===== src/rtl/flwc_pkg.sv =====
package flwc_pkg;

  localparam int CFG_W       = 32;
  localparam int WORD_W      = 32;
  localparam int CODE_W      = 3;
  localparam int POS_HALF    = 3;
  localparam int POS_PF_EN   = 4;
  localparam int POS_PF_STAT = 5;
  localparam int USED_BITS   = 6;

  localparam logic [WORD_W-1:0] WORD_SPREAD = 32'h0101_0101;
  localparam logic [WORD_W-1:0] WORD_SALT   = 32'h5A5A_C3C3;

  typedef struct packed {
    logic              pf_en;
    logic              half;
    logic [CODE_W-1:0] code;
  } ctl_fields_t;

  function automatic logic [WORD_W-1:0] word_at(input int unsigned a);
    logic [WORD_W-1:0] ext;
    ext = WORD_W'(a);
    return (ext * WORD_SPREAD) ^ WORD_SALT;
  endfunction

endpackage


===== src/rtl/flwc_rst_sync.sv =====
module flwc_rst_sync #(
  parameter int STAGES = 2
) (
  input  logic clk,
  input  logic rst_n,
  output logic rst_n_sync
);

  logic [STAGES-1:0] chain_q;
  logic [STAGES-1:0] chain_n;

  always_comb begin
    chain_n = {chain_q[STAGES-2:0], 1'b1};
  end

  always_ff @(posedge clk or negedge rst_n) begin
    if (!rst_n) begin
      chain_q <= '0;
    end else begin
      chain_q <= chain_n;
    end
  end

  assign rst_n_sync = chain_q[STAGES-1];

endmodule


===== src/rtl/flwc_cfg_reg.sv =====
module flwc_cfg_reg
  import flwc_pkg::*;
#(
  parameter int WS_MAX = 2,
  localparam int CNT_W = $clog2(WS_MAX + 1)
) (
  input  logic             clk,
  input  logic             rst_n,
  input  logic             wr_en,
  input  logic [CFG_W-1:0] wdata,
  input  logic             busy,
  output logic [CFG_W-1:0] rdata,
  output logic [CNT_W-1:0] ws_eff,
  output logic             half_en
);

  ctl_fields_t ctl_q, ctl_n;
  logic        pfs_q, pfs_n;

  // next state of the writable fields
  always_comb begin
    ctl_n = ctl_q;
    if (wr_en) begin
      ctl_n.code  = wdata[CODE_W-1:0];
      ctl_n.half  = wdata[POS_HALF];
      ctl_n.pf_en = wdata[POS_PF_EN];
    end
  end

  // status follows enable only between accesses
  always_comb begin
    pfs_n = busy ? pfs_q : ctl_q.pf_en;
  end

  always_ff @(posedge clk or negedge rst_n) begin
    if (!rst_n) begin
      ctl_q.code  <= '0;
      ctl_q.half  <= 1'b0;
      ctl_q.pf_en <= 1'b1;
      pfs_q       <= 1'b1;
    end else begin
      ctl_q <= ctl_n;
      pfs_q <= pfs_n;
    end
  end

  // read image
  always_comb begin
    rdata                = '0;
    rdata[CODE_W-1:0]    = ctl_q.code;
    rdata[POS_HALF]      = ctl_q.half;
    rdata[POS_PF_EN]     = ctl_q.pf_en;
    rdata[POS_PF_STAT]   = pfs_q;
  end

  // clamp of the encoded wait-state field
  always_comb begin
    if (int'(ctl_q.code) > WS_MAX) begin
      ws_eff = CNT_W'(WS_MAX);
    end else begin
      ws_eff = CNT_W'(ctl_q.code);
    end
  end

  assign half_en = ctl_q.half;

  assert_status_follow_R5: assert property (@(posedge clk) disable iff (!rst_n)
    !busy |=> (pfs_q == $past(ctl_q.pf_en)));

  assert_status_hold_R5: assert property (@(posedge clk) disable iff (!rst_n)
    busy |=> $stable(pfs_q));

  assert_reserved_zero_R4: assert property (@(posedge clk) disable iff (!rst_n)
    rdata[CFG_W-1:USED_BITS] == '0);

  assert_ws_clamped_R7: assert property (@(posedge clk) disable iff (!rst_n)
    (int'(ws_eff) <= WS_MAX));

endmodule


===== src/rtl/flwc_seq.sv =====
module flwc_seq #(
  parameter int AW     = 4,
  parameter int WS_MAX = 2,
  localparam int CNT_W = $clog2(WS_MAX + 1)
) (
  input  logic             clk,
  input  logic             rst_n,
  input  logic             req,
  input  logic [AW-1:0]    addr,
  input  logic [CNT_W-1:0] ws_eff,
  input  logic             half_en,
  output logic             ready,
  output logic             valid,
  output logic             busy,
  output logic [AW-1:0]    sel_addr
);

  logic             busy_q, busy_n;
  logic             vld_q, vld_n;
  logic [CNT_W-1:0] cnt_q, cnt_n;
  logic [AW-1:0]    addr_q, addr_n;
  logic             fast;
  logic             take;

  assign fast  = half_en && (ws_eff == '0);
  assign ready = !busy_q && !vld_q;
  assign take  = ready && req;

  always_comb begin
    busy_n = busy_q;
    cnt_n  = cnt_q;
    addr_n = addr_q;
    vld_n  = 1'b0;
    if (busy_q) begin
      if (cnt_q == CNT_W'(1)) begin
        busy_n = 1'b0;
        vld_n  = 1'b1;
      end else begin
        cnt_n = cnt_q - CNT_W'(1);
      end
    end else if (take && !fast) begin
      addr_n = addr;
      if (ws_eff == '0) begin
        vld_n = 1'b1;
      end else begin
        busy_n = 1'b1;
        cnt_n  = ws_eff;
      end
    end
  end

  always_ff @(posedge clk or negedge rst_n) begin
    if (!rst_n) begin
      busy_q <= 1'b0;
      vld_q  <= 1'b0;
      cnt_q  <= '0;
      addr_q <= '0;
    end else begin
      busy_q <= busy_n;
      vld_q  <= vld_n;
      cnt_q  <= cnt_n;
      addr_q <= addr_n;
    end
  end

  assign valid    = vld_q || (take && fast);
  assign sel_addr = vld_q ? addr_q : addr;
  assign busy     = busy_q;

  assert_cnt_range_R6: assert property (@(posedge clk) disable iff (!rst_n)
    busy_q |-> (cnt_q != '0) && (int'(cnt_q) <= WS_MAX));

  assert_valid_single_R6: assert property (@(posedge clk) disable iff (!rst_n)
    vld_q |=> !vld_q);

  assert_hold_busy_R9: assert property (@(posedge clk) disable iff (!rst_n)
    (busy_q && cnt_q != CNT_W'(1)) |=> (busy_q && $stable(addr_q)));

  assert_no_ready_busy_R9: assert property (@(posedge clk) disable iff (!rst_n)
    busy_q |-> !ready);

endmodule


===== src/rtl/flwc_mem.sv =====
module flwc_mem
  import flwc_pkg::*;
#(
  parameter int AW = 4,
  localparam int DEPTH = 1 << AW
) (
  input  logic [AW-1:0]     addr,
  output logic [WORD_W-1:0] data
);

  logic [WORD_W-1:0] cells [DEPTH];

  for (genvar i = 0; i < DEPTH; i++) begin : g_cell
    assign cells[i] = word_at(i);
  end

  assign data = cells[addr];

endmodule


===== src/rtl/flash_wait_ctrl.sv =====
module flash_wait_ctrl
  import flwc_pkg::*;
#(
  parameter int AW     = 4,
  parameter int WS_MAX = 2
) (
  input  logic              clk,
  input  logic              rst_n,
  input  logic              cfg_wr_en,
  input  logic [CFG_W-1:0]  cfg_wdata,
  output logic [CFG_W-1:0]  cfg_rdata,
  input  logic              rd_req,
  input  logic [AW-1:0]     rd_addr,
  output logic              rd_ready,
  output logic              rd_valid,
  output logic [WORD_W-1:0] rd_data
);

  localparam int CNT_W = $clog2(WS_MAX + 1);

  logic             rst_n_i;
  logic             busy;
  logic [CNT_W-1:0] ws_eff;
  logic             half_en;
  logic [AW-1:0]    sel_addr;
  logic [WORD_W-1:0] mem_word;

  flwc_rst_sync #(.STAGES(2)) u_rst (
    .clk        (clk),
    .rst_n      (rst_n),
    .rst_n_sync (rst_n_i)
  );

  flwc_cfg_reg #(.WS_MAX(WS_MAX)) u_cfg (
    .clk     (clk),
    .rst_n   (rst_n_i),
    .wr_en   (cfg_wr_en),
    .wdata   (cfg_wdata),
    .busy    (busy),
    .rdata   (cfg_rdata),
    .ws_eff  (ws_eff),
    .half_en (half_en)
  );

  flwc_seq #(.AW(AW), .WS_MAX(WS_MAX)) u_seq (
    .clk      (clk),
    .rst_n    (rst_n_i),
    .req      (rd_req),
    .addr     (rd_addr),
    .ws_eff   (ws_eff),
    .half_en  (half_en),
    .ready    (rd_ready),
    .valid    (rd_valid),
    .busy     (busy),
    .sel_addr (sel_addr)
  );

  flwc_mem #(.AW(AW)) u_mem (
    .addr (sel_addr),
    .data (mem_word)
  );

  assign rd_data = rd_valid ? mem_word : '0;

  assert_fast_path_R8: assert property (@(posedge clk) disable iff (!rst_n_i)
    (rd_valid && !$past(rd_valid) && !$past(busy) && $past(rd_ready) && rd_ready)
      |-> (half_en && ws_eff == '0));

  assert_data_gated_R10: assert property (@(posedge clk) disable iff (!rst_n_i)
    !rd_valid |-> (rd_data == '0));

endmodule


===== config.mk =====
export PLATFORM = sky130hd
export DESIGN_NAME = flash_wait_ctrl
export DESIGN_NICKNAME = d
export VERILOG_FILES = /design/src/rtl/flwc_pkg.sv /design/src/rtl/flwc_rst_sync.sv /design/src/rtl/flwc_cfg_reg.sv /design/src/rtl/flwc_seq.sv /design/src/rtl/flwc_mem.sv /design/src/rtl/flash_wait_ctrl.sv
export SDC_FILE = /design/constraint.sdc
export NUM_CORES = 1
export LEC_CHECK = 0
export ABC_AREA = 1
export BUFFER_PORTS_ARGS = -buffer_cell sky130_fd_sc_hd__buf_2
export CORE_ASPECT_RATIO = 1.1
export CORE_MARGIN = 2
export CORE_UTILIZATION = 32
export DETAILED_ROUTE_END_ITERATION = 7
export HOLD_SLACK_MARGIN = 0.02
export PLACE_DENSITY_LB_ADDON = 0.1
export SETUP_SLACK_MARGIN = 0.05
export SYNTH_ARGS = -nofsm -noshare
export SYNTH_HDL_FRONTEND = slang
export SYNTH_SLANG_ARGS = --single-unit
export TNS_END_PERCENT = 50

===== constraint.sdc =====
create_clock -name clk -period 3.3 [get_ports clk]
set_clock_uncertainty 0.05 [all_clocks]
set_input_delay 0.66 -clock clk [delete_from_list [all_inputs] [get_ports clk]]
set_output_delay 0.66 -clock clk [all_outputs]
set_load 0.005 [all_outputs]

**Word-level counts from Yosys, hierarchy flattened**

Memories as Yosys holds them, arrays and structs flattened.
Cells that the tools add are included.

- Equality and inequality tests: 3
- Magnitude comparators: 2
- Bitwise logic cells: 2
- Multiplexer cells: 17
- Reductions and logical operators: 13
- Add/subtract/negate cells: 1

Operators by type and width:

| operator | number |
|---|---|
| $mux W32 | 3 |
| $mux W2 | 5 |
| $mux W1 | 8 |
| $ge A5 B5 Y1 const B | 1 |
| $logic_and A1 B1 Y1 | 5 |
| $not A4 Y5 | 1 |
| $mux W4 | 1 |
| $gt A3 B2 Y1 const B | 1 |
| $logic_not A1 Y1 | 3 |
| $reduce_and A3 Y1 | 1 |
| $eq A2 B1 Y1 const B | 1 |
| $logic_not A2 Y1 | 1 |
| $ne A2 B1 Y1 const B | 1 |
| $ne A2 B2 Y1 const B | 1 |
| $reduce_and A2 Y1 | 1 |
| $reduce_bool A2 Y1 | 1 |
| $sub A2 B1 Y2 const B | 1 |
| $logic_or A1 B1 Y1 | 1 |
| $not A1 Y1 | 1 |

- Output and inout port bits: 66
- Register bits after elaboration: 16
- Input port bits: 40
- Memories kept: 1
- Memory bits (read-only): 512
- Word-level logic and storage cells: 48

Memory list:

| name | depth | bits a word | rd ports | clocked after memory_dff | wr ports | line | text |
|---|---|---|---|---|---|---|---|
| (name not given) | 16 | 32 | 1 | 0 | 0 | flwc_mem.sv:17 | `assign data = cells[addr];` |

**Longest topological paths before layout**

Gate-level depths: netlist of run 1.

- Depth after elaboration: 8
- Gate-level depth with buffers: 7
- Depth with buffers taken out: 7

**Hierarchy**

From an unflattened synthesis of run 1, not the netlist that was laid out.

- Cells, all modules: 221
- Area total of the unflattened synthesis: 1477.7 um^2

Modules (own cells, without submodules):

| module | sequential area each (um^2) | instances | cells each | area an instance (um^2) |
|---|---|---|---|---|
| flwc_cfg_reg | 152.6 | 1 | 55 | 461.7 |
| flwc_seq | 200.2 | 1 | 62 | 451.7 |
| flash_wait_ctrl | 0.0 | 1 | 67 | 274.0 |
| flwc_mem | 0.0 | 1 | 34 | 236.5 |
| flwc_rst_sync | 50.0 | 1 | 3 | 53.8 |

**Worst setup path after synthesis of run 1**

Ideal clock, no wire load.

- Kind: input to output
- Start: in rd_req
- End: out rd_data[14]
- Arrival time: 1.392 ns
- Stages: 5
- Data required time: 2.590 ns
- Setup slack: 1.198 ns
- Buffers on the path: 1
- Cell sequence: nand3_1 > nor2_1 > nor2_1 > inv_1 > buf_4

- Longest elaborated chain between the ends: 4

RTL lines:

| item | line | text |
|---|---|---|
| start: declaration | flash_wait_ctrl.sv:12 | `input logic rd_req,` |
| $logic_and A1 B1 Y1 | flwc_seq.sv:27 | `assign take = ready && req;` |
| $logic_and A1 B1 Y1 | flwc_seq.sv:66 | `assign valid = vld_q \|\| (take && fast);` |
| $logic_or A1 B1 Y1 | flwc_seq.sv:66 |  |
| named net rd_valid | flash_wait_ctrl.sv:15 | `output logic rd_valid,` |
| $mux W32 | flash_wait_ctrl.sv:63 | `assign rd_data = rd_valid ? mem_word : '0;` |
| end: declaration | flash_wait_ctrl.sv:16 | `output logic [WORD_W-1:0] rd_data` |

The timed path passes the listed nets, and every way through them passes these cells.

**Worst setup path in the final report of run 1**

- Start: reg u_seq.busy_q (netlist: u_seq.busy)
- End: out rd_valid

- Longest elaborated chain between the ends: 5

RTL lines:

| item | line | text |
|---|---|---|
| start: declaration | flwc_seq.sv:18 | `logic busy_q, busy_n;` |
| start signal: assignment | flwc_seq.sv:59 | `busy_q <= busy_n;` |
| $logic_not A1 Y1 | flwc_seq.sv:26 | `assign ready = !busy_q && !vld_q;` |
| $logic_and A1 B1 Y1 | flwc_seq.sv:26 |  |
| $logic_and A1 B1 Y1 | flwc_seq.sv:27 |  |
| $logic_and A1 B1 Y1 | flwc_seq.sv:66 |  |
| $logic_or A1 B1 Y1 | flwc_seq.sv:66 |  |
| end: declaration | flash_wait_ctrl.sv:15 |  |

Every way passes these cells.

==> results of run 1 <==
==> routing by layer <==
metal,global-route usage,part of all wire
met5,0,0
met4,0.0559,0.0072
met3,0.0172,0.092
met2,0.161,0.48
met1,0.117,0.42
==> logic make-up after synthesis <==
group	Yosys count
flip-flops	16
multiplexers	1
other	2
AND/OR/NAND/NOR	46
AO/OA/AOI/OAI	13
adder cells (fa/ha/maj)	1
buffers and inverters	69
==> worst max-delay path, delay by kind of cell, from the launching register on <==
kind                   cells  cell delay, ns
buffers and inverters      3            0.49
DFF                        1            0.44
and+or+nand+nor            3            0.47
==> worst min-delay path by stage <==
stage	to	slack [ns]	cells past startpoint
after floorplan	u_cfg.half_en	0.12	0
after global placement	u_cfg.half_en	0.21	0
after detailed placement	u_cfg.half_en	0.22	0
after CTS	u_rst.chain_q[1]	0.13	1
after global routing	u_rst.chain_q[0]	0.13	1
final	u_rst.chain_q[0]	0.14	1
==> flip-flops by register name (all words and copies together), names as in the netlist <==
name / count
u_cfg.half_en: 1
u_cfg.pfs_q: 1
u_cfg.rdata: 4
u_rst.chain_q: 2
u_seq.addr_q: 4
u_seq.busy: 1
u_seq.cnt_q: 2
u_seq.vld_q: 1
==> power groups by stage <==
| stage | clock (mW) | sequential [mW] | combinational [mW] |
|---|---|---|---|
| 2_1_floorplan | 0 | 0.300 | 0.357 |
| 3_3_place_gp | 0 | 0.312 | 0.366 |
| 3_5_place_dp | 0 | 0.313 | 0.368 |
| 4_1_cts | 0.180 | 0.310 | 0.369 |
| 5_1_grt | 0.191 | 0.322 | 0.437 |
| 6_report | 0.175 | 0.308 | 0.363 |
==> cells in the mapped netlist, drive strengths merged <==
cell,instances
a21oi,1
buf,54
clkbuf,1
conb,2
dfrtp,14
dfstp,2
ha,1
inv,14
mux2,1
nand2,24
nand3,6
nand4,1
nor2,11
o21ai,12
or2,4
==> stage by stage <==
stage | setup slack (ns) | cell area [µm²]
final | 0.933 | 1220
after global routing | 0.657 | 1220
after CTS | 0.893 | 1220
after detailed placement | 0.986 | 1160
after global placement | 1.02 | 1160
after floorplan | 1.20 | 1290
==> cell type report <==
type | instances | area, µm²
sequential | 16 | 403
clock buffer | 4 | 55.1
tap | 50 | 62.6
timing repair buffer | 44 | 220
inverter | 14 | 52.6
multi-input combinational | 96 | 425
fill | 404 | 2350
==> impl_summary.log, run 1 <==
[metrics] Max Cap Violations: 0
[metrics] total count of hold-check failures in the final report: 0
[metrics] Remaining DRCs: 0
[metrics] transition at the pin with the smallest max-transition slack: 0.568 ns
[metrics] clock sink total: 16
[metrics] total of buffers placed on input and output ports: 44
[metrics] DRT Pass-1 Iters: 4
[metrics] Synth warnings: 0
[metrics] post-synthesis adder-cell area fraction: 0.0107
[metrics] ratio of cells with drive above 1 in the final layout: 0.322
[metrics] maximum clock frequency: 0.423 GHz
[metrics] Setup CP Type: reg2out
[metrics] Detailed Route Iter0 Violations: 14
[metrics] Simple-Gate Fraction of Synth Area: 0.176
[metrics] standard-cell row count: 23
[metrics] number of different library cells in the post-synthesis netlist: 19
[metrics] final instance count without filler cells: approximately 220
[metrics] Worst Setup End Kind: primary output
[metrics] share of the clock period used by the worst path after layout: 0.717
[metrics] average vias per placed instance: approximately 3.7
[metrics] Cells after DPL: 220
[metrics] compound-gate portion of the synthesized area: 0.0558
[metrics] clock buffers created by TritonCTS: 3
[metrics] fraction of synthesized area in multiplexers: 0.00966
[metrics] count of endpoints failing setup in the final report: 0
[metrics] final-stage net count: 216
[metrics] clock network fraction of total power: 0.207
[metrics] cell breakdown of the critical path: inv_1 > nand3_1 > nor2_1 > nor2_1 > inv_1 > buf_2
[metrics] outcome: finished, final reports clean
[metrics] reg-to-reg setup timing slack: 1.99 ns
[metrics] flip-flop and latch count after synthesis: 16
[metrics] relative slew slack: 0.621
[metrics] final wirelength: 1940 µm
[metrics] initial cell density of the core: 0.327
[metrics] die outline width: 61.6 µm
[metrics] TritonCTS clock tree: yes
[metrics] drt wl/cell: between 8 and 9 µm
[metrics] post-route antenna net violation count: 0
[metrics] largest net degree at the start of global routing: 15
[metrics] startpoint class of the critical path: flop
[metrics] initial antenna violation count: 0
[metrics] post-CTS setup buffers: 0
[metrics] path type of the worst min-delay path: in2async
[metrics] Max stage delay on crit path: approximately 0.44 ns
[metrics] number of cells upsized or downsized after cts: 0
[metrics] number of max-slew violations in the final report: 0
[metrics] setup repair after global routing missed its margin: no
[metrics] most frequent standard cell in the layout excluding fill and tap cells: buf_2
[metrics] library cell occupying the most area in the post-synthesis netlist: buf_4
[metrics] height of the die: approximately 67 µm
[metrics] proportion of power drawn by flip-flops and latches: 0.364
[metrics] portion of the post-synthesis area used by sequential elements: 0.345
[metrics] power density over the cells: 694 mW/mm²
[metrics] Core Region: 0.00357 mm²
[metrics] antenna diode instance count: 0
[metrics] total negative slack: 0 ns
[metrics] r2r endpoint: u_seq.addr_q[2]
[metrics] wire length of the first global-routing pass: 2970 µm
[metrics] Syn Inst Count: 148
[metrics] clock-pin transition on the worst setup and hold timing paths: 0.07 ns
[metrics] routed via count: roughly 820
[metrics] Pleak: 0.747 nW
[metrics] final core utilization: 0.342
[metrics] worst hold slack after final layout: 0.138 ns
[metrics] parity-gate share of the synthesized area counting xor and xnor cells: 0
[metrics] post-synth design cell area: 0.00117 mm²
[metrics] Syn Area/Cell: approximately 7.9 µm²
[metrics] WP data required: 2.59 ns
[metrics] Crit Path Max Fanout: 9
[metrics] Boundary Pins: 106
[metrics] Setup crit end: rd_valid
[metrics] logic depth of the worst register-to-register path: 6
[metrics] total chip power: 845 µW
[metrics] part of the power in combinational logic: 0.429
[metrics] CP Data Arrival Time: 1.66 ns
[metrics] clock latency at the later pin of the worst-skew pair: 0.25 ns
[metrics] worst vdd rail ir drop: 0.258 mV
[metrics] H-tree lvl count: 1
[metrics] placer's final routability congestion estimate: between 0.6 and 0.7
[metrics] GRT Total Usage: 0.0975
[metrics] internal power summed over all cells: 524 µW
[metrics] relative area change from synthesis to final layout: 4.51%
[metrics] dominant cells by area after synthesis: buf_4 (35%), dfrtp_1 (30%), nand2_1 (7.1%)
[metrics] FF-to-FF Start: u_seq.busy
[metrics] main combinational cell family by area after synthesis: buffers and inverters
[metrics] HPWL reported at the end of detailed placement: 1600 µm
[metrics] CTS Root Buffer Type: clkbuf_8
[metrics] maximum buffer depth of the clock tree: 2
[metrics] final critical delay including setup and external delays: 2.37 ns
[metrics] net load switching power: 321 µW
[metrics] CP max-delay cell: dfrtp_1
[metrics] number of hold-repair buffers added at the cts stage: 0
[metrics] start point of the critical path: u_seq.busy
[metrics] switching share of total power: 0.380
[metrics] remaining global-route overflow: 0
[metrics] number of global-route vias before repair: 691
[metrics] die area: between 0.004 and 0.005 mm²
[metrics] top library cells by usage in the layout, fill and taps aside: buf_2 (44), conb_1 (35), nand2_1 (22)
[metrics] top cell type's share of synthesized area: 0.348
Power figures use the tool's default switching activity.
==> run 2, diff against run 1 <==
ABC_AREA = 0   (was 1)
clock period = 1.9 ns   (was 3.3 ns; I/O delays follow)
==> impl_summary.log, run 2 <==
[metrics] worst hold slack after final layout: 0.197 ns (+0.0588 ns)
[metrics] TritonCTS clock tree: yes
[metrics] drt wl/cell: 9.84 µm (+13%)
[metrics] Simple-Gate Fraction of Synth Area: 0.0750 (-0.101)
[metrics] clock latency at the later pin of the worst-skew pair: 0.29 ns (+0.04 ns)
[metrics] wire length of the first global-routing pass: 2860 µm (-3.7%)
[metrics] final instance count without filler cells: 199 (-11%)
[metrics] area of combinational cells with multiple inputs: 533 µm² (+25%)
[metrics] top library cells by usage in the layout, fill and taps aside: buf_2 (36), conb_1 (35), dfrtp_1 (13)
[metrics] met1 layer wirelength in the final routing: 778 µm (-5.6%)
[metrics] path type of the worst min-delay path: reg2async
[metrics] DRT Pass-1 Iters: 2 (-2)
[metrics] total count of hold-check failures in the final report: 0 (unchanged)
[metrics] most numerous cell types in the synthesized netlist: buf_4 (54), dfrtp_1 (14), mux2_2 (10)
[metrics] outcome: finished, violations left
[metrics] violations in the final reports: negative setup slack
[metrics] maximum clock frequency: 0.525 GHz
[metrics] post-synth design cell area: 0.00113 mm² (-2.7%)
[metrics] Syn Area/Cell: 10.0 µm² (+27%)
[metrics] placer's final routability congestion estimate: 0.793 (+26%)
[metrics] clock network fraction of total power: 0.119 (-0.088)
[metrics] CTS Root Buffer Type: clkbuf_4
[metrics] dominant cells by area after synthesis: buf_4 (36%), dfrtp_1 (31%), mux2_2 (9.9%)
[metrics] number of different library cells in the post-synthesis netlist: 25 (+6)
[metrics] H-tree lvl count: 1 (unchanged)
[metrics] largest net degree at the start of global routing: 15 (unchanged)
[metrics] antenna diode instance count: 0 (unchanged)
[metrics] initial cell density of the core: 0.338 (+0.0111)
[metrics] final critical delay including setup and external delays: 1.91 ns
[metrics] final wirelength: 1960 µm (+0.72%)
[metrics] total of fill cells in the finished design: 345 (-15%)
[metrics] parity-gate share of the synthesized area counting xor and xnor cells: 0 (unchanged)
[metrics] internal power summed over all cells: 1.02 mW (+94%)
[metrics] HPWL reported at the end of detailed placement: 1560 µm (-2.5%)
[metrics] number of flops mapped to enable cells by yosys: 0 (unchanged)
[metrics] count of endpoints failing setup in the final report: 7 (+7)
[metrics] length of routed met2 wiring: 960 µm (+3.7%)
[metrics] transition at the pin with the smallest max-transition slack: 0.587 ns (+0.0184 ns)
[metrics] Remaining DRCs: 0 (unchanged)
[metrics] most frequent standard cell in the layout excluding fill and tap cells: buf_2
[metrics] initial antenna violation count: 0 (unchanged)
[metrics] WP data required: 1.47 ns (-1.12 ns)
[metrics] most used flip-flop cell after synthesis: dfrtp_1
[metrics] Pleak: 0.744 nW (-0.41%)
[metrics] most frequently used cell type in the post-synthesis netlist: buf_4
[metrics] post-route antenna net violation count: 0 (unchanged)
[metrics] setup repair after global routing missed its margin: yes
[metrics] switching share of total power: 0.350 (-0.0297)
[metrics] area after detailed placement: 0.00118 mm² (+1.1%)
[metrics] number of global-route vias before repair: 641 (-7.2%)
[metrics] Syn Inst Count: 113 (-24%)
[metrics] clock buffers created by TritonCTS: 3 (unchanged)
[metrics] part of the power in combinational logic: 0.527 (+0.098)
[metrics] library cell occupying the most area in the post-synthesis netlist: buf_4
[metrics] total of buffers placed on input and output ports: 44 (unchanged)
[metrics] clock sink total: 16 (unchanged)
[metrics] routed via count: 777 (-5.0%)
[metrics] met3 wire len: 201 µm (+12%)
[metrics] ratio of cells with drive above 1 in the final layout: 0.550 (+0.228)
[metrics] Cells after DPL: 189 (-14%)
[metrics] relative area change from synthesis to final layout: 22.2%
[metrics] die area: 0.00404 mm² (-2.5%)
[metrics] flip-flop and latch count after synthesis: 16 (unchanged)
[metrics] post-synthesis adder-cell area fraction: 0.0110 (+0.000296)
[metrics] top routing layer in use: met4
[metrics] Crit Path Max Fanout: 4 (-5)
[metrics] Max Cap Violations: 0 (unchanged)
[metrics] combined flip-flop and latch cell area: 404 µm² (+0.31%)
[metrics] proportion of power drawn by flip-flops and latches: 0.354 (-0.010)
[metrics] worst vdd rail ir drop: 0.402 mV (+56%)
[metrics] final-stage net count: 193 (-11%)
[metrics] remaining global-route overflow: 0 (unchanged)
[metrics] GRT Total Usage: 0.0928 (-0.00473)
[metrics] fraction of synthesized area in multiplexers: 0.0992 (+0.0896)
[metrics] portion of the post-synthesis area used by sequential elements: 0.355 (+0.00952)
[metrics] Synth warnings: 0 (unchanged)
[metrics] average vias per placed instance: 3.90 (+6.9%)
[metrics] relative slew slack: 0.609 (-0.0123)
[metrics] Core Region: 0.00336 mm² (-5.9%)
[metrics] CP Data Arrival Time: 1.48 ns (-0.18 ns)
[metrics] startpoint class of the critical path: flop
[metrics] compound-gate portion of the synthesized area: 0.0893 (+0.0335)
[metrics] main combinational cell family by area after synthesis: buffers and inverters
[metrics] Setup WS post-layout: -0.00619 ns (-0.940 ns)
[metrics] share of the clock period used by the worst path after layout: 1.00
[metrics] share of async-settable or async-resettable flops after synthesis: 1.00 (unchanged)
[metrics] net load switching power: 548 µW (+71%)
[metrics] finished layout cell area: 0.00139 mm² (+14%)
[metrics] Detailed Route Iter0 Violations: 12 (-2)
[metrics] power density over the cells: 1130 mW/mm² (+63%)
[metrics] Boundary Pins: 106 (unchanged)
[metrics] Setup CP Type: reg2out
[metrics] top cell type's share of synthesized area: 0.357 (+0.00958)
[metrics] clock-pin transition on the worst setup and hold timing paths: 0.10 ns (+0.03 ns)
[metrics] number of max-slew violations in the final report: 0 (unchanged)
[metrics] maximum buffer depth of the clock tree: 2 (unchanged)
[metrics] total chip power: 1.56 mW (+85%)
[metrics] standard-cell row count: 22 (-4.3%)
[metrics] height of the die: 66.5 µm (-1.3%)
[metrics] die outline width: 60.8 µm (-1.3%)
[metrics] Worst Setup End Kind: primary output
==> run 2: cell types whose count changed after synthesis, moves of 5 or more <==
cell	change
nand2_1	-20
inv_1	-11
o21ai_0	-10
mux2_2	+9
nor2_1	-7
nand3_1	-5
==> run 2: cell families after synthesis <==
family          Yosys count
compound gates           13
fa+ha+maj                 1
buf+inv                  56
flops                    16
mux                      10
other cells               2
simple gates             15
==> run 2: timing repair <==
item                                   4_1_cts  5_1_grt
endpoints found under the hold margin        2        0
gates resized for setup                     19        4
buffers inserted                             4        1
hold buffers                                 1        0
gates cloned                                 0        0
pin swaps                                    5        2
setup endpoints to repair                   25       25
==> run 2: per-layer routing <==
| metal | up-vias | global-route usage |
|---|---|---|
| met2 | 49 | 0.152 |
| met4 | 0 | 0.0408 |
| met3 | 2 | 0.0136 |
| li1 | 371 | - |
| met1 | 355 | 0.119 |
| met5 | - | 0 |
==> run 2: metrics by stage <==
| step | setup WS [ns] | util | setup TNS, ns |
|---|---|---|---|
| global route | -0.112 | 0.413 | -2.14 |
| finish | -0.00619 | 0.413 | -0.0275 |
| CTS | -0.0161 | 0.405 | -0.113 |
| detailed placement | 0.0533 | 0.350 | 0 |
| global placement | 0.0828 | 0.350 | 0 |
| floorplan | 0.110 | - | 0 |
==> run 2: power by group through the flow <==
| stage | logic [mW] | registers (mW) | clock network [mW] |
|---|---|---|---|
| CTS | 0.799 | 0.556 | 0.200 |
| floorplan | 0.575 | 0.543 | 0 |
| global placement | 0.652 | 0.537 | 0 |
| global route | 0.927 | 0.571 | 0.221 |
| detailed placement | 0.657 | 0.539 | 0 |
| finish | 0.824 | 0.555 | 0.186 |
==> run 2: final timing paths <==
| path | startpoint | to | slack, ns | cells past startpoint |
|---|---|---|---|---|
| setup / recovery | u_seq.vld_q | rd_data[18] | -0.006 | 5 |
| hold / removal | u_rst.chain_q[1] | u_seq.addr_q[2] | 0.20 | 0 |
| setup reg to reg | u_seq.vld_q | u_seq.addr_q[3] | 0.11 | 4 |
| hold reg to reg | u_rst.chain_q[1] | u_seq.addr_q[2] | 0.20 | 0 |
| max in group asynchronous | u_rst.chain_q[1] | u_cfg.rdata[2] | 1.19 | 0 |
| min in group clk | cfg_wdata[2] | u_cfg.rdata[2] | 0.27 | 2 |
==> run 2: worst max-delay path: stages (launching register included) <==
cell and delay [ns]:
dfrtp_1 0.40, nor3b_2 0.21, buf_4 0.14, and3_4 0.21, a22o_4 0.12, buf_2 0.10
==> run 2: final cells by class <==
class,count,share of cell area
Sequential cell,16,0.292
Tap cell,48,0.0433
Inverter,2,0.00542
Clock buffer,4,0.0190
Timing Repair Buffer,55,0.256
Multi-Input combinational cell,74,0.384
==> run 3, diff against run 2 <==
CTS_BUF_LIST = sky130_fd_sc_hd__clkbuf_8   (was unset)
RECOVER_POWER = 50   (was unset)
==> impl_summary.log, run 3 (same netlist as run 2, synthesis figures left out) <==
[metrics] transition at the pin with the smallest max-transition slack: 0.583 ns (-0.00342 ns)
[metrics] outcome: finished, final reports clean
[metrics] height of the die: 66.5 µm (unchanged)
[metrics] internal power summed over all cells: 1.07 mW (+5.5%)
[metrics] Setup CP Type: reg2out
[metrics] ratio of cells with drive above 1 in the final layout: 0.543 (-0.00662)
[metrics] WP data required: 1.47 ns (about the same)
[metrics] DRT Pass-1 Iters: 2 (unchanged)
[metrics] length of routed met2 wiring: 948 µm (-1.3%)
[metrics] pre-CTS setup slack: 0.0533 ns (unchanged)
[metrics] setup repair after global routing missed its margin: yes
[metrics] clock-pin transition on the worst setup and hold timing paths: 0.06 ns (-0.04 ns)
[metrics] startpoint class of the critical path: flop
[metrics] HPWL reported at the end of detailed placement: 1560 µm (unchanged)
[metrics] clock latency at the later pin of the worst-skew pair: 0.25 ns (-0.04 ns)
[metrics] switching share of total power: 0.344 (-0.00633)
[metrics] clock network fraction of total power: 0.158 (+0.039)
[metrics] H-tree lvl count: 1 (unchanged)
[metrics] wire length of the first global-routing pass: 2860 µm (unchanged)
[metrics] clock sink total: 16 (unchanged)
[metrics] standard-cell row count: 22 (unchanged)
[metrics] maximum buffer depth of the clock tree: 2 (unchanged)
[metrics] placer's final routability congestion estimate: 0.793 (unchanged)
[metrics] total of buffers placed on input and output ports: 44 (unchanged)
[metrics] average vias per placed instance: 4.00 (+2.4%)
[metrics] Pleak: 0.754 nW (+1.5%)
[metrics] total of fill cells in the finished design: 347 (+0.58%)
[metrics] share of the clock period used by the worst path after layout: 0.978 (-0.0252)
[metrics] Worst Setup End Kind: primary output
[metrics] post-route antenna net violation count: 0 (unchanged)
[metrics] initial antenna violation count: 0 (unchanged)
[metrics] number of global-route vias before repair: 623 (-2.8%)
[metrics] net load switching power: 562 µW (+2.6%)
[metrics] Max Cap Violations: 0 (unchanged)
[metrics] drt wl/cell: 10.1 µm (+2.8%)
[metrics] final instance count without filler cells: 199 (unchanged)
[metrics] proportion of power drawn by flip-flops and latches: 0.340 (-0.014)
[metrics] met3 wire len: 200 µm (-0.50%)
[metrics] GRT Total Usage: 0.0960 (+0.00317)
[metrics] power density over the cells: 1170 mW/mm² (+3.2%)
[metrics] relative slew slack: 0.611 (+0.00228)
[metrics] relative area change from synthesis to final layout: 23.6%
[metrics] largest net degree at the start of global routing: 15 (unchanged)
[metrics] antenna diode instance count: 0 (unchanged)
[metrics] routed via count: 796 (+2.4%)
[metrics] Setup WS post-layout: 0.0416 ns (+0.0478 ns)
[metrics] die area: 0.00404 mm² (unchanged)
[metrics] met1 layer wirelength in the final routing: 824 µm (+5.9%)
[metrics] initial cell density of the core: 0.338 (unchanged)
[metrics] total count of hold-check failures in the final report: 0 (unchanged)
[metrics] final wirelength: 2010 µm (+2.8%)
[metrics] Cells after DPL: 189 (unchanged)
[metrics] clock buffers created by TritonCTS: 3 (unchanged)
[metrics] final critical delay including setup and external delays: 1.86 ns (-0.0478 ns)
[metrics] remaining global-route overflow: 0 (unchanged)
[metrics] final-stage net count: 193 (unchanged)
[metrics] die outline width: 60.8 µm (unchanged)
[metrics] maximum clock frequency: 0.538 GHz (+2.6%)
[metrics] part of the power in combinational logic: 0.501 (-0.026)
[metrics] Remaining DRCs: 0 (unchanged)
[metrics] CP Data Arrival Time: 1.43 ns (-0.05 ns)
[metrics] top routing layer in use: met4
[metrics] Detailed Route Iter0 Violations: 6 (-6)
[metrics] TritonCTS clock tree: yes
[metrics] Crit Path Max Fanout: 5 (+1)
[metrics] Core Region: 0.00336 mm² (unchanged)
[metrics] Boundary Pins: 106 (unchanged)
[metrics] top library cells by usage in the layout, fill and taps aside: conb_1 (35), buf_2 (35), dfrtp_1 (13)
[metrics] path type of the worst min-delay path: reg2async
[metrics] number of max-slew violations in the final report: 0 (unchanged)
[metrics] count of endpoints failing setup in the final report: 0 (-7)
[metrics] CTS Root Buffer Type: clkbuf_8
[metrics] worst vdd rail ir drop: 0.347 mV (-14%)
## run 3: cell types whose count changed in the layout (fill, tap and decap cells not counted), sizes merged
cell	change
nand2	+1
buf	-2
inv	+1
## run 3: through the flow
stage / TNS [ns] / hold slack, ns / total power, mW / utilization / cell area (µm²)
floorplan: 0 / 0.0344 / 1.12 / - / 1260
global placement: 0 / 0.115 / 1.19 / 0.350 / 1180
detailed placement: 0 / 0.118 / 1.20 / 0.350 / 1180
CTS: 0 / 0.214 / 1.57 / 0.399 / 1340
global route: -0.805 / 0.248 / 1.79 / 0.418 / 1400
finish: 0 / 0.192 / 1.63 / 0.418 / 1400
## run 3: critical path: stages, from the launching register on
cell and delay, ns:
dfrtp_1 0.39, nor3b_2 0.21, buf_4 0.15, nand3_4 0.13, o22ai_4 0.15, buf_2 0.14
## run 3: layout make-up
cell class              instances  area (µm²)  area share
flip-flops and latches         16         404       0.288
well taps                      48        60.1      0.0428
multi-input cells              75         539       0.384
repair buffers                 54         347       0.247
clock buffers                   3        41.3      0.0294
inverters                       2        7.51     0.00535
clock inverters                 1        3.75     0.00268
## run 3: power by group through the flow
stage	sequential (mW)	combinational, mW	clock [mW]
5_1_grt	0.572	0.922	0.296
3_5_place_dp	0.539	0.657	0
4_1_cts	0.557	0.737	0.274
2_1_floorplan	0.543	0.575	0
3_3_place_gp	0.537	0.652	0
6_report	0.556	0.819	0.259
## run 3: final timing paths
check,startpoint,endpoint,slack (ns),depth (start not counted)
worst max-delay path,u_seq.busy,rd_data[17],0.04,5
worst min-delay path,u_rst.chain_q[1],u_seq.addr_q[2],0.19,0
worst max register to register,u_seq.vld_q,u_seq.addr_q[3],0.12,4
worst min register to register,u_rst.chain_q[1],u_seq.addr_q[2],0.19,0
max in group asynchronous,u_rst.chain_q[1],u_cfg.rdata[2],1.20,0
min in group clk,u_rst.chain_q[0],u_rst.chain_q[1],0.30,0
## run 3: timing repair
action / 4_1_cts / 5_1_grt
hold buffers: 1 / 0
pin swaps: 4 / 3
setup endpoints to repair: 25 / 25
gates resized for setup: 13 / 10
gates cloned: 0 / 1
hold endpoints to repair: 2 / 0
setup buffers: 4 / 0
## run 3: routing by layer
layer | global-route usage | vias to the layer above
li1 | - | 376
met1 | 0.124 | 365
met2 | 0.145 | 50
met3 | 0.0194 | 5
met4 | 0.0571 | 0
met5 | 0 | -
